## config.mk

```make
export PLATFORM = sky130hd
export DESIGN_NAME = pmw_ctrl
export DESIGN_NICKNAME = d
export VERILOG_FILES = /design/src/rtl/pmw_pkg.sv /design/src/rtl/pmw_stage_buf.sv /design/src/rtl/pmw_mode_table.sv /design/src/rtl/pmw_page_array.sv /design/src/rtl/pmw_busy_timer.sv /design/src/rtl/pmw_ctrl.sv
export SDC_FILE = /design/constraint.sdc
export NUM_CORES = 2
export LEC_CHECK = 0
export ABC_CLOCK_PERIOD_IN_PS = 2800
export CAP_MARGIN = 30
export CELL_PAD_IN_SITES_DETAIL_PLACEMENT = 1
export CELL_PAD_IN_SITES_GLOBAL_PLACEMENT = 1
export CORE_ASPECT_RATIO = 1.4
export CORE_MARGIN = 3
export CORE_UTILIZATION = 50
export CTS_BUF_LIST = sky130_fd_sc_hd__clkbuf_4 sky130_fd_sc_hd__clkbuf_8
export CTS_CLUSTER_DIAMETER = 100
export CTS_CLUSTER_SIZE = 24
export DETAILED_ROUTE_END_ITERATION = 16
export DONT_BUFFER_PORTS = 1
export GPL_ROUTABILITY_DRIVEN = 0
export PLACE_DENSITY = 0.79
export SLEW_MARGIN = 10
export SYNTH_ARGS = -nofsm -noshare
export SYNTH_HDL_FRONTEND = slang
export SYNTH_SLANG_ARGS = --single-unit
```

## constraint.sdc

```tcl
create_clock -name clk -period 2.8 [get_ports clk]
set_clock_uncertainty 0.05 [all_clocks]
set_input_delay 0.14 -clock clk [delete_from_list [all_inputs] [get_ports clk]]
set_output_delay 0.14 -clock clk [all_outputs]
set_load 0.01 [all_outputs]
```

## src/rtl/pmw_pkg.sv

```systemverilog
package pmw_pkg;

    typedef enum logic [2:0] {
        OP_NONE    = 3'd0,
        OP_OPEN    = 3'd1,
        OP_DATA    = 3'd2,
        OP_RBUF    = 3'd3,
        OP_COPY    = 3'd4,
        OP_RMEM    = 3'd5,
        OP_SETMODE = 3'd6,
        OP_RMODE   = 3'd7
    } op_e;

    typedef enum logic [1:0] {
        MODE_OPEN  = 2'd0,
        MODE_CLEAR = 2'd1,
        MODE_LOCK  = 2'd2
    } mode_e;

    // New stored value of one byte for a given page mode.
    function automatic logic [7:0] merge_byte(input logic [1:0] m,
                                              input logic [7:0] old_v,
                                              input logic [7:0] new_v);
        case (m)
            2'd0:    return new_v;
            2'd1:    return old_v & new_v;
            default: return old_v;
        endcase
    endfunction

endpackage

```

## src/rtl/pmw_stage_buf.sv

```systemverilog
module pmw_stage_buf #(
    parameter int BUF_BYTES = 8,
    parameter int ROW_W     = 4,
    localparam int OFF_W    = $clog2(BUF_BYTES)
) (
    input  logic                       clk,
    input  logic                       rst_n,
    input  logic                       open_en,
    input  logic [ROW_W-1:0]           open_row,
    input  logic [OFF_W-1:0]           open_off,
    input  logic                       data_en,
    input  logic [7:0]                 data_in,
    output logic [BUF_BYTES-1:0][7:0]  buf_bytes,
    output logic [BUF_BYTES-1:0]       buf_mask,
    output logic [ROW_W-1:0]           buf_row
);

    typedef struct packed {
        logic [BUF_BYTES-1:0][7:0] bytes;
        logic [BUF_BYTES-1:0]      mask;
        logic [OFF_W:0]            ptr;
        logic [ROW_W-1:0]          row;
    } stage_t;

    stage_t st_d, st_q;

    always_comb begin
        st_d = st_q;
        if (open_en) begin
            st_d.row  = open_row;
            st_d.ptr  = {1'b0, open_off};
            st_d.mask = '0;
        end else if (data_en && !st_q.ptr[OFF_W]) begin
            st_d.bytes[st_q.ptr[OFF_W-1:0]] = data_in;
            st_d.mask[st_q.ptr[OFF_W-1:0]]  = 1'b1;
            st_d.ptr                        = st_q.ptr + 1'b1;
        end
    end

    always_ff @(posedge clk or negedge rst_n) begin
        if (!rst_n) st_q <= '0;
        else        st_q <= st_d;
    end

    assign buf_bytes = st_q.bytes;
    assign buf_mask  = st_q.mask;
    assign buf_row   = st_q.row;

endmodule

```

## src/rtl/pmw_mode_table.sv

```systemverilog
module pmw_mode_table import pmw_pkg::*; #(
    parameter int PAGES   = 4,
    localparam int PAGE_W = $clog2(PAGES)
) (
    input  logic                   clk,
    input  logic                   rst_n,
    input  logic                   set_en,
    input  logic [PAGE_W-1:0]      set_page,
    input  logic [1:0]             set_code,
    output logic [PAGES-1:0][1:0]  modes
);

    for (genvar p = 0; p < PAGES; p++) begin : g_page
        logic [1:0] m_d, m_q;

        always_comb begin
            m_d = m_q;
            if (set_en && set_page == PAGE_W'(p) &&
                set_code > m_q && set_code <= MODE_LOCK)
                m_d = set_code;
        end

        always_ff @(posedge clk or negedge rst_n) begin
            if (!rst_n) m_q <= MODE_OPEN;
            else        m_q <= m_d;
        end

        assign modes[p] = m_q;
    end

endmodule

```

## src/rtl/pmw_page_array.sv

```systemverilog
module pmw_page_array import pmw_pkg::*; #(
    parameter int PAGES      = 4,
    parameter int PAGE_BYTES = 32,
    parameter int BUF_BYTES  = 8,
    localparam int TOTAL     = PAGES * PAGE_BYTES,
    localparam int ADDR_W    = $clog2(TOTAL),
    localparam int OFF_W     = $clog2(BUF_BYTES),
    localparam int ROW_W     = ADDR_W - OFF_W,
    localparam int PAGE_W    = $clog2(PAGES)
) (
    input  logic                       clk,
    input  logic                       rst_n,
    input  logic                       commit_en,
    input  logic [ROW_W-1:0]           commit_row,
    input  logic [BUF_BYTES-1:0][7:0]  buf_bytes,
    input  logic [BUF_BYTES-1:0]       buf_mask,
    input  logic [PAGES-1:0][1:0]      modes,
    input  logic [ADDR_W-1:0]          rd_addr,
    output logic [7:0]                 rd_byte
);

    logic [TOTAL-1:0][7:0] mem_d, mem_q;
    logic [PAGE_W-1:0]     page_sel;
    logic [1:0]            mode_sel;

    assign page_sel = commit_row[ROW_W-1 -: PAGE_W];
    assign mode_sel = modes[page_sel];

    always_comb begin
        mem_d = mem_q;
        if (commit_en) begin
            for (int b = 0; b < BUF_BYTES; b++) begin
                if (buf_mask[b])
                    mem_d[{commit_row, OFF_W'(b)}] =
                        merge_byte(mode_sel, mem_q[{commit_row, OFF_W'(b)}], buf_bytes[b]);
            end
        end
    end

    always_ff @(posedge clk or negedge rst_n) begin
        if (!rst_n) mem_q <= {TOTAL{8'hFF}};
        else        mem_q <= mem_d;
    end

    assign rd_byte = mem_q[rd_addr];

endmodule

```

## src/rtl/pmw_busy_timer.sv

```systemverilog
module pmw_busy_timer #(
    parameter int CYCLES = 16,
    localparam int CNT_W = $clog2(CYCLES + 1)
) (
    input  logic clk,
    input  logic rst_n,
    input  logic start,
    output logic busy,
    output logic done
);

    typedef struct packed {
        logic             busy;
        logic [CNT_W-1:0] cnt;
    } tmr_t;

    tmr_t t_d, t_q;

    assign done = t_q.busy && (t_q.cnt == '0);

    always_comb begin
        t_d = t_q;
        if (start) begin
            t_d.busy = 1'b1;
            t_d.cnt  = CNT_W'(CYCLES - 1);
        end else if (done) begin
            t_d.busy = 1'b0;
        end else if (t_q.busy) begin
            t_d.cnt = t_q.cnt - 1'b1;
        end
    end

    always_ff @(posedge clk or negedge rst_n) begin
        if (!rst_n) t_q <= '0;
        else        t_q <= t_d;
    end

    assign busy = t_q.busy;

endmodule

```

## src/rtl/pmw_ctrl.sv

```systemverilog
module pmw_ctrl import pmw_pkg::*; #(
    parameter int PAGES      = 4,
    parameter int PAGE_BYTES = 32,
    parameter int BUF_BYTES  = 8,
    parameter int CLK_HZ     = 50_000_000,
    parameter int PROG_US    = 10_000,
    localparam int ADDR_W    = $clog2(PAGES * PAGE_BYTES),
    localparam int OFF_W     = $clog2(BUF_BYTES),
    localparam int ROW_W     = ADDR_W - OFF_W,
    localparam int PAGE_W    = $clog2(PAGES)
) (
    input  logic              clk,
    input  logic              rst_n,
    input  logic              cmd_valid,
    input  logic [2:0]        cmd_op,
    input  logic [ADDR_W-1:0] cmd_addr,
    input  logic [7:0]        cmd_data,
    output logic              rd_valid,
    output logic [7:0]        rd_data,
    output logic              busy,
    output logic              copy_err,
    output logic              cmd_rej
);

    localparam int CYC_RAW     = (CLK_HZ / 1_000_000) * PROG_US;
    localparam int PROG_CYCLES = (CYC_RAW < 1) ? 1 : CYC_RAW;

    typedef struct packed {
        logic       rd_valid;
        logic [7:0] rd_data;
        logic       err;
        logic       rej;
    } ctl_t;

    ctl_t ctl_d, ctl_q;

    logic [BUF_BYTES-1:0][7:0] buf_bytes;
    logic [BUF_BYTES-1:0]      buf_mask;
    logic [ROW_W-1:0]          buf_row;
    logic [PAGES-1:0][1:0]     modes;
    logic [7:0]                mem_rd;
    logic                      done;
    logic                      take, row_hit;
    logic                      open_en, data_en, copy_ok, mode_en;
    op_e                       op;

    always_comb begin
        op      = op_e'(cmd_op);
        take    = cmd_valid && !busy;
        row_hit = (cmd_addr[ADDR_W-1:OFF_W] == buf_row);
        open_en = take && (op == OP_OPEN);
        data_en = take && (op == OP_DATA);
        copy_ok = take && (op == OP_COPY) && row_hit && (|buf_mask);
        mode_en = take && (op == OP_SETMODE);
    end

    always_comb begin
        ctl_d          = ctl_q;
        ctl_d.rd_valid = 1'b0;
        ctl_d.rej      = cmd_valid && busy;
        if (take) begin
            case (op)
                OP_OPEN: ctl_d.err = 1'b0;
                OP_COPY: if (!copy_ok) ctl_d.err = 1'b1;
                OP_RBUF: begin
                    ctl_d.rd_valid = 1'b1;
                    ctl_d.rd_data  = buf_bytes[cmd_addr[OFF_W-1:0]];
                end
                OP_RMEM: begin
                    ctl_d.rd_valid = 1'b1;
                    ctl_d.rd_data  = mem_rd;
                end
                OP_RMODE: begin
                    ctl_d.rd_valid = 1'b1;
                    ctl_d.rd_data  = {6'b0, modes[cmd_addr[ADDR_W-1 -: PAGE_W]]};
                end
                default: ;
            endcase
        end
    end

    always_ff @(posedge clk or negedge rst_n) begin
        if (!rst_n) ctl_q <= '0;
        else        ctl_q <= ctl_d;
    end

    pmw_stage_buf #(.BUF_BYTES(BUF_BYTES), .ROW_W(ROW_W)) u_buf (
        .clk       (clk),
        .rst_n     (rst_n),
        .open_en   (open_en),
        .open_row  (cmd_addr[ADDR_W-1:OFF_W]),
        .open_off  (cmd_addr[OFF_W-1:0]),
        .data_en   (data_en),
        .data_in   (cmd_data),
        .buf_bytes (buf_bytes),
        .buf_mask  (buf_mask),
        .buf_row   (buf_row)
    );

    pmw_mode_table #(.PAGES(PAGES)) u_modes (
        .clk      (clk),
        .rst_n    (rst_n),
        .set_en   (mode_en),
        .set_page (cmd_addr[ADDR_W-1 -: PAGE_W]),
        .set_code (cmd_data[1:0]),
        .modes    (modes)
    );

    pmw_page_array #(.PAGES(PAGES), .PAGE_BYTES(PAGE_BYTES), .BUF_BYTES(BUF_BYTES)) u_mem (
        .clk        (clk),
        .rst_n      (rst_n),
        .commit_en  (done),
        .commit_row (buf_row),
        .buf_bytes  (buf_bytes),
        .buf_mask   (buf_mask),
        .modes      (modes),
        .rd_addr    (cmd_addr),
        .rd_byte    (mem_rd)
    );

    pmw_busy_timer #(.CYCLES(PROG_CYCLES)) u_tmr (
        .clk   (clk),
        .rst_n (rst_n),
        .start (copy_ok),
        .busy  (busy),
        .done  (done)
    );

    assign rd_valid = ctl_q.rd_valid;
    assign rd_data  = ctl_q.rd_data;
    assign copy_err = ctl_q.err;
    assign cmd_rej  = ctl_q.rej;

endmodule

```

## After elaboration in Yosys (flattened, before gate mapping)

Index checks and enable logic that the tools add are counted.

- Add/sub/neg operators: 2
- $lt $le $gt $ge: 27
- Eq/ne operators: 14
- Multiplexer cells: 102
- Bitwise logic cells: 10
- Reduce and logical (&&, ||, !) cells: 46

Operator list:

| operator | number |
|---|---|
| 1024-bit two-way mux | 15 |
| 1024-bit bitwise mux | 8 |
| 8-bit two-way mux | 35 |
| 8-bit binary-select mux with 4-bit select | 8 |
| 8-bit demux with 4-bit select | 8 |
| 8-bit case mux with 2 select lines | 8 |
| 7-bit by 8-bit < comparator with 1-bit output (second input constant) | 9 |
| 8-bit bitwise AND | 8 |
| 64-bit bitwise mux | 1 |
| 8-bit binary-select mux with 7-bit select | 1 |
| 7-bit by 1-bit greater-or-equal comparator with 1-bit output (second input constant) | 8 |
| 19-bit two-way mux | 2 |
| 1-bit logical AND | 31 |
| 9-bit case mux with 3 select lines | 1 |
| 8-bit binary-select mux with 3-bit select | 1 |
| 8-bit demux with 3-bit select | 1 |
| 12-bit two-way mux | 2 |
| 20-bit two-way mux | 1 |
| 19-bit logical NOT | 1 |
| 19-bit by 1-bit subtractor with 19-bit output (second input constant) | 1 |
| 3-bit equality test (second input constant) | 4 |
| 10-bit two-way mux | 1 |
| 2-bit binary-select mux with 2-bit select | 2 |
| 2-bit > comparator | 4 |
| 25 further kinds | 40 |

- Bits in registers: 1143
- Input bits: 21
- Logic and storage cells: 350

## Logic depth before layout (Yosys ltp)

- Depth in word-level cells: 29
- Depth in mapped cells: 10

## By module

Synthesis repeated with hierarchy kept, for this count alone.

- Cell total of the unflattened synthesis: 4903
- Area total of the unflattened synthesis: 60210.2 µm²

By module, submodules not included:

| module | times used | cells an instance | area each (µm²) | seq. area each (µm²) |
|---|---|---|---|---|
| pmw_page_array | 1 | 4342 | 53651.5 | 26905.8 |
| pmw_stage_buf | 1 | 270 | 3643.5 | 2001.9 |
| pmw_ctrl | 1 | 114 | 1228.7 | 275.3 |
| pmw_busy_timer | 1 | 125 | 1188.6 | 500.5 |
| pmw_mode_table | 1 | 52 | 498.0 | 200.2 |

## Worst setup path before layout

No wires, ideal clock.

- Path kind: reg-to-reg
- From: register u_buf.st_q, in the netlist u_buf.buf_row[0]
- To: register u_mem.mem_q[471] (netlist bit)
- Setup time: 87 ps
- Arrival: 2684 ps
- Required time: 2663 ps
- Slack: -22 ps
- Cell stages (with the launch flop): 10
- Buffers on the path: 5
- Cell sequence: dfrtp_1 clkbuf_1 buf_6 buf_6 buf_2 mux4_2 mux4_2 o22ai_1 clkbuf_1 o21ai_0

- Word-level cells in the longest chain between the ends: 29
- Elaborated cells between the ends (all ways): 76

RTL lines:

| what | line | RTL |
|---|---|---|
| start: declaration | pmw_stage_buf.sv:25 | `stage_t st_d, st_q;` |
| start signal: assignment | pmw_stage_buf.sv:42 | `else st_q <= st_d;` |
| 8-bit binary-select mux with 4-bit select | pmw_page_array.sv:35 | `merge_byte(mode_sel, mem_q[{commit_row, OFF_W'(b)}], buf_bytes[b]);` |
| 8-bit two-way mux (implied by the code) | pmw_page_array.sv:35 |  |
| 8-bit bitwise AND | pmw_pkg.sv:26 | `2'd1: return old_v & new_v;` |
| 8-bit case mux with 2 select lines | pmw_pkg.sv:24 | `case (m)` |
| 8-bit two-way mux | pmw_page_array.sv:33 | `if (buf_mask[b])` |
| 8-bit two-way mux | pmw_page_array.sv:31 | `if (commit_en) begin` |
| 1024-bit bitwise mux | pmw_page_array.sv:34 | `mem_d[{commit_row, OFF_W'(b)}] =` |
| 1024-bit two-way mux | pmw_page_array.sv:33 |  |
| (+13 left out) | n/a |  |
| 1024-bit bitwise mux | pmw_page_array.sv:34 |  |
| 1024-bit two-way mux | pmw_page_array.sv:33 |  |
| 1024-bit two-way mux | pmw_page_array.sv:31 |  |
| 1024-bit bitwise mux | pmw_page_array.sv:34 |  |
| 1024-bit two-way mux | pmw_page_array.sv:33 |  |
| 1024-bit two-way mux | pmw_page_array.sv:31 |  |
| 1024-bit bitwise mux | pmw_page_array.sv:34 |  |
| 1024-bit two-way mux * | pmw_page_array.sv:33 |  |
| end signal: assignment | pmw_page_array.sv:41 | `if (!rst_n) mem_q <= {TOTAL{8'hFF}};` |
| end signal: assignment | pmw_page_array.sv:42 | `else mem_q <= mem_d;` |
| end: declaration | pmw_page_array.sv:22 | `logic [TOTAL-1:0][7:0] mem_d, mem_q;` |

Mark *: on every way between the ends. The rest lies on a longest branch, timed or not. The select of a mux whose other input is x is not followed.
A chain may end at the register's enable or synchronous reset.

## Worst setup path in the final report

- From: register u_tmr.t_q[13] (netlist bit)
- To: register u_mem.mem_q[601] (netlist bit)

- Word-level cells in the longest chain between the ends: 2

RTL lines:

| what | line | RTL |
|---|---|---|
| start: declaration | pmw_busy_timer.sv:17 | `tmr_t t_d, t_q;` |
| start signal: assignment | pmw_busy_timer.sv:35 | `else t_q <= t_d;` |
| 19-bit logical NOT | pmw_busy_timer.sv:19 | `assign done = t_q.busy && (t_q.cnt == '0);` |
| 1-bit logical AND | pmw_busy_timer.sv:19 |  |

No other way between the ends.

==> impl_metrics.env <==
export IMPL_cts_sinks=1143
export IMPL_synthFlopType="dfstp_2"
export IMPL_vias_per_cell=7.68
export IMPL_crit_fanout=8
export IMPL_critical_path_class="reg2reg"
export IMPL_yosysWarnings=0
export IMPL_cts_buffers=53
export IMPL_placed_area_um2=63900
export IMPL_switching_share_pct=25.0
export IMPL_r2r_end="u_mem.mem_q[601]"
export IMPL_p_seq_share_pct=65.6
export IMPL_whs_ps=-7.76
export IMPL_fmax_mhz=311
export IMPL_p_leak_nw=23.6
export IMPL_drive_above_1_share_pct=50.3
export IMPL_numPortBuffers=0
export IMPL_slew_headroom_pct=13.3
export IMPL_final_core_util_pct=57.6
export IMPL_synth_top_area_share_pct=44.6
export IMPL_synth_edf_count=0
export IMPL_critPathCaptureType="register"
export IMPL_ys_ff_latch=1143
export IMPL_clockPowerShare_pct=29.6
export IMPL_ir_worst_vdd_uv=456
export IMPL_rsz0062_at_grt="yes"
export IMPL_power_per_cell_area_nw_per_um2=368
export IMPL_clockRootBuffer="clkbuf_8"
export IMPL_worstRegToRegCells=10
export IMPL_r2r_start="u_tmr.t_q[13]"
export IMPL_period_share_pct=115
export IMPL_violations="hold timing, setup timing"
export IMPL_ys_top_cells_by_area="dfstp_2, mux4_2, o21ai_0, nand2_1, dfrtp_1"
export IMPL_dpl_hpwl_mm=181
export IMPL_syn_to_final_growth_pct=14.2
export IMPL_timing_critical_path_from="u_tmr.t_q[13]"
export IMPL_cts_tree="yes"
export IMPL_io_pins=33
export IMPL_r2r_slack_ps=-420
export IMPL_p_int_w=0.0190
export IMPL_die_w_um=300
export IMPL_required_ps=3530
export IMPL_syn_instance_count=4952
export IMPL_ys_seq_area_share_pct=49.5
export IMPL_grt_first_pass_wirelength_mm=366
export IMPL_cts_max_level=2
export IMPL_synthArstFlopShare_pct=100
export IMPL_hold_viol_final=1
export IMPL_clkLatencyLatePin_ps=850
export IMPL_critPathLaunchType="register"
export IMPL_grt_pass1_vias=50933
export IMPL_comb_power_share_pct=4.8
export IMPL_arrival_ps=3950
export IMPL_syn_num_nets=4984
export IMPL_yosysTopAreaCell="dfstp_2"
export IMPL_setup_worst_path_end="u_mem.mem_q[601]"
export IMPL_initial_utilization_pct=50.5
export IMPL_cts_max_path_buffers=3
export IMPL_p_sw_w=0.00633
export IMPL_antenna_found_initial=37
export IMPL_fin_nets=5134
export IMPL_ys_types=61
export IMPL_avgSynthCellArea_um2=12.2
export IMPL_postLayoutCellArea_um2=68900
export IMPL_fin_ws_ps=-421
export IMPL_synthTopCellsByCount="nand2_1, dfstp_2, o21ai_0, mux4_2, clkbuf_1"
export IMPL_period_needed_ps=3220
export IMPL_antenna_left=0
export IMPL_vias=51756
export IMPL_drtPass1Iterations=8
export IMPL_drt_initial_drc_count=7983
export IMPL_tightest_slew_ps=1300
export IMPL_yosys_cell_count_top_type="nand2_1"
export IMPL_final_max_slew_viol_count=0
export IMPL_clk_pin_slew_ps=180
export IMPL_die_area_um2=125000
export IMPL_hold_path_class="in2reg"
export IMPL_wire_per_inst_um=42.8
export IMPL_die_h_um=417
export IMPL_setup_violations=934
export IMPL_outcome="finished with violations"
export IMPL_totalWireLength_mm=289
export IMPL_max_cap_violations=0
export IMPL_synth_area_um2=60300
export IMPL_core_area_um2=120000
export IMPL_grt_util_all_layers_pct=40.9
export IMPL_grt_max_degree=271
export IMPL_fp_row_count=150
export IMPL_grt_ovfl_total=0
export IMPL_power_w=0.0253
export IMPL_drc=0
worst min path at each step:
stage / start / endpoint / slack, ps / cells past startpoint
after floorplan: rst_n / cmd_rej / -210 / 0
after global placement: rst_n / u_tmr.t_q[4] / -200 / 0
after detailed placement: rst_n / u_tmr.t_q[4] / -200 / 0
after CTS: rst_n / u_tmr.t_q[4] / -1080 / 0
after global routing: cmd_addr[2] / rd_data[1] / -7 / 4
final: cmd_addr[0] / rd_data[1] / -8 / 4
registers in the layout, indices dropped and copies added, names as in the netlist:
name	cells
u_modes.g_page.m_q	8
u_buf.st_q	4
u_buf.buf_mask	8
u_buf.buf_bytes	64
u_mem.mem_q	1024
rd_data	8
cmd_rej	1
copy_err	1
rd_valid	1
u_buf.buf_row	4
u_tmr.t_q	19
u_tmr.busy	1
cells by family after synthesis:
| group | count (synthesis) | share of synthesized area, % |
|---|---|---|
| buffers and inverters | 420 | 3.76 |
| DFF | 1143 | 49.5 |
| AOI/OAI and AO/OA | 1234 | 10.9 |
| adders and majority gates | 11 | 0.228 |
| xor gates and xnor gates | 20 | 0.290 |
| and+or+nand+nor | 1361 | 10.1 |
| muxes | 763 | 25.1 |
metal layers:
| metal | part of all wire, % | wire [um] | track usage [%] |
|---|---|---|---|
| met3 | 14 | 40400 | 11.3 |
| met5 | 0.051 | 146 | 0 |
| met2 | 43 | 125000 | 62.8 |
| met1 | 30 | 85800 | 47.9 |
| met4 | 13 | 37100 | 34.0 |
power by group through the flow:
stage	Clock [W]	Combinational [W]	Sequential, W
floorplan	0	0.000649	0.0169
global placement	0	0.000969	0.0169
detailed placement	0	0.000989	0.0169
CTS	0.00729	0.00109	0.0166
global route	0.00793	0.00126	0.0166
finish	0.00749	0.00122	0.0166
through the flow:
stage,hold slack (ps),setup slack [ps],setup TNS (ps),instances
floorplan,-206,0.161,0,4952
global placement,-203,-715,-170000,6492
detailed placement,-203,-836,-209320,6496
CTS,-1080,-66.0,-4250,6643
global route,-6.51,-399,-124360,6716
finish,-7.76,-421,-98530,6737
cell type report:
| cell class | count | area [um2] |
|---|---|---|
| Fill cell | 11743 | 50600 |
| Clock inverter | 2 | 18.8 |
| Multi-Input combinational cell | 3412 | 30200 |
| Tap cell | 1596 | 2000 |
| Sequential cell | 1143 | 29900 |
| Clock buffer | 66 | 840 |
| Antenna cell | 26 | 65.1 |
| Inverter | 18 | 70.1 |
| Timing Repair Buffer | 474 | 5840 |
cells in the final DEF, fill, tap and decap left out, types with 103 or more instances in the layout:
cell,Yosys,final
buf_12,1,103
buf_4,5,247
dfrtp_1,119,115
dfstp_2,1024,1024
mux2i_1,103,103
mux4_2,596,596
nand2_1,1167,1075
o21ai_0,996,655
o21ai_1,74,282
o21ai_2,0,125
worst max-delay path, stage by stage (launching register included):
cell and delay [ps]:
dfrtp_1 420, or4_4 550, or4_4 580, buf_12 170, nor4_4 160, buf_6 170
buf_6 140, clkbuf_16 240, nand2_4 270, nand2_1 230, o21ai_1 140
timing repair:
item	4_1_cts	5_1_grt
hold endpoints to repair	189	337
hold buffers	28	10
pin swaps	17	46
endpoints found under the setup margin	511	1245
gates cloned	23	29
gates resized for setup	328	486
buffers inserted	28	26
Power figures use the tool's default switching activity.
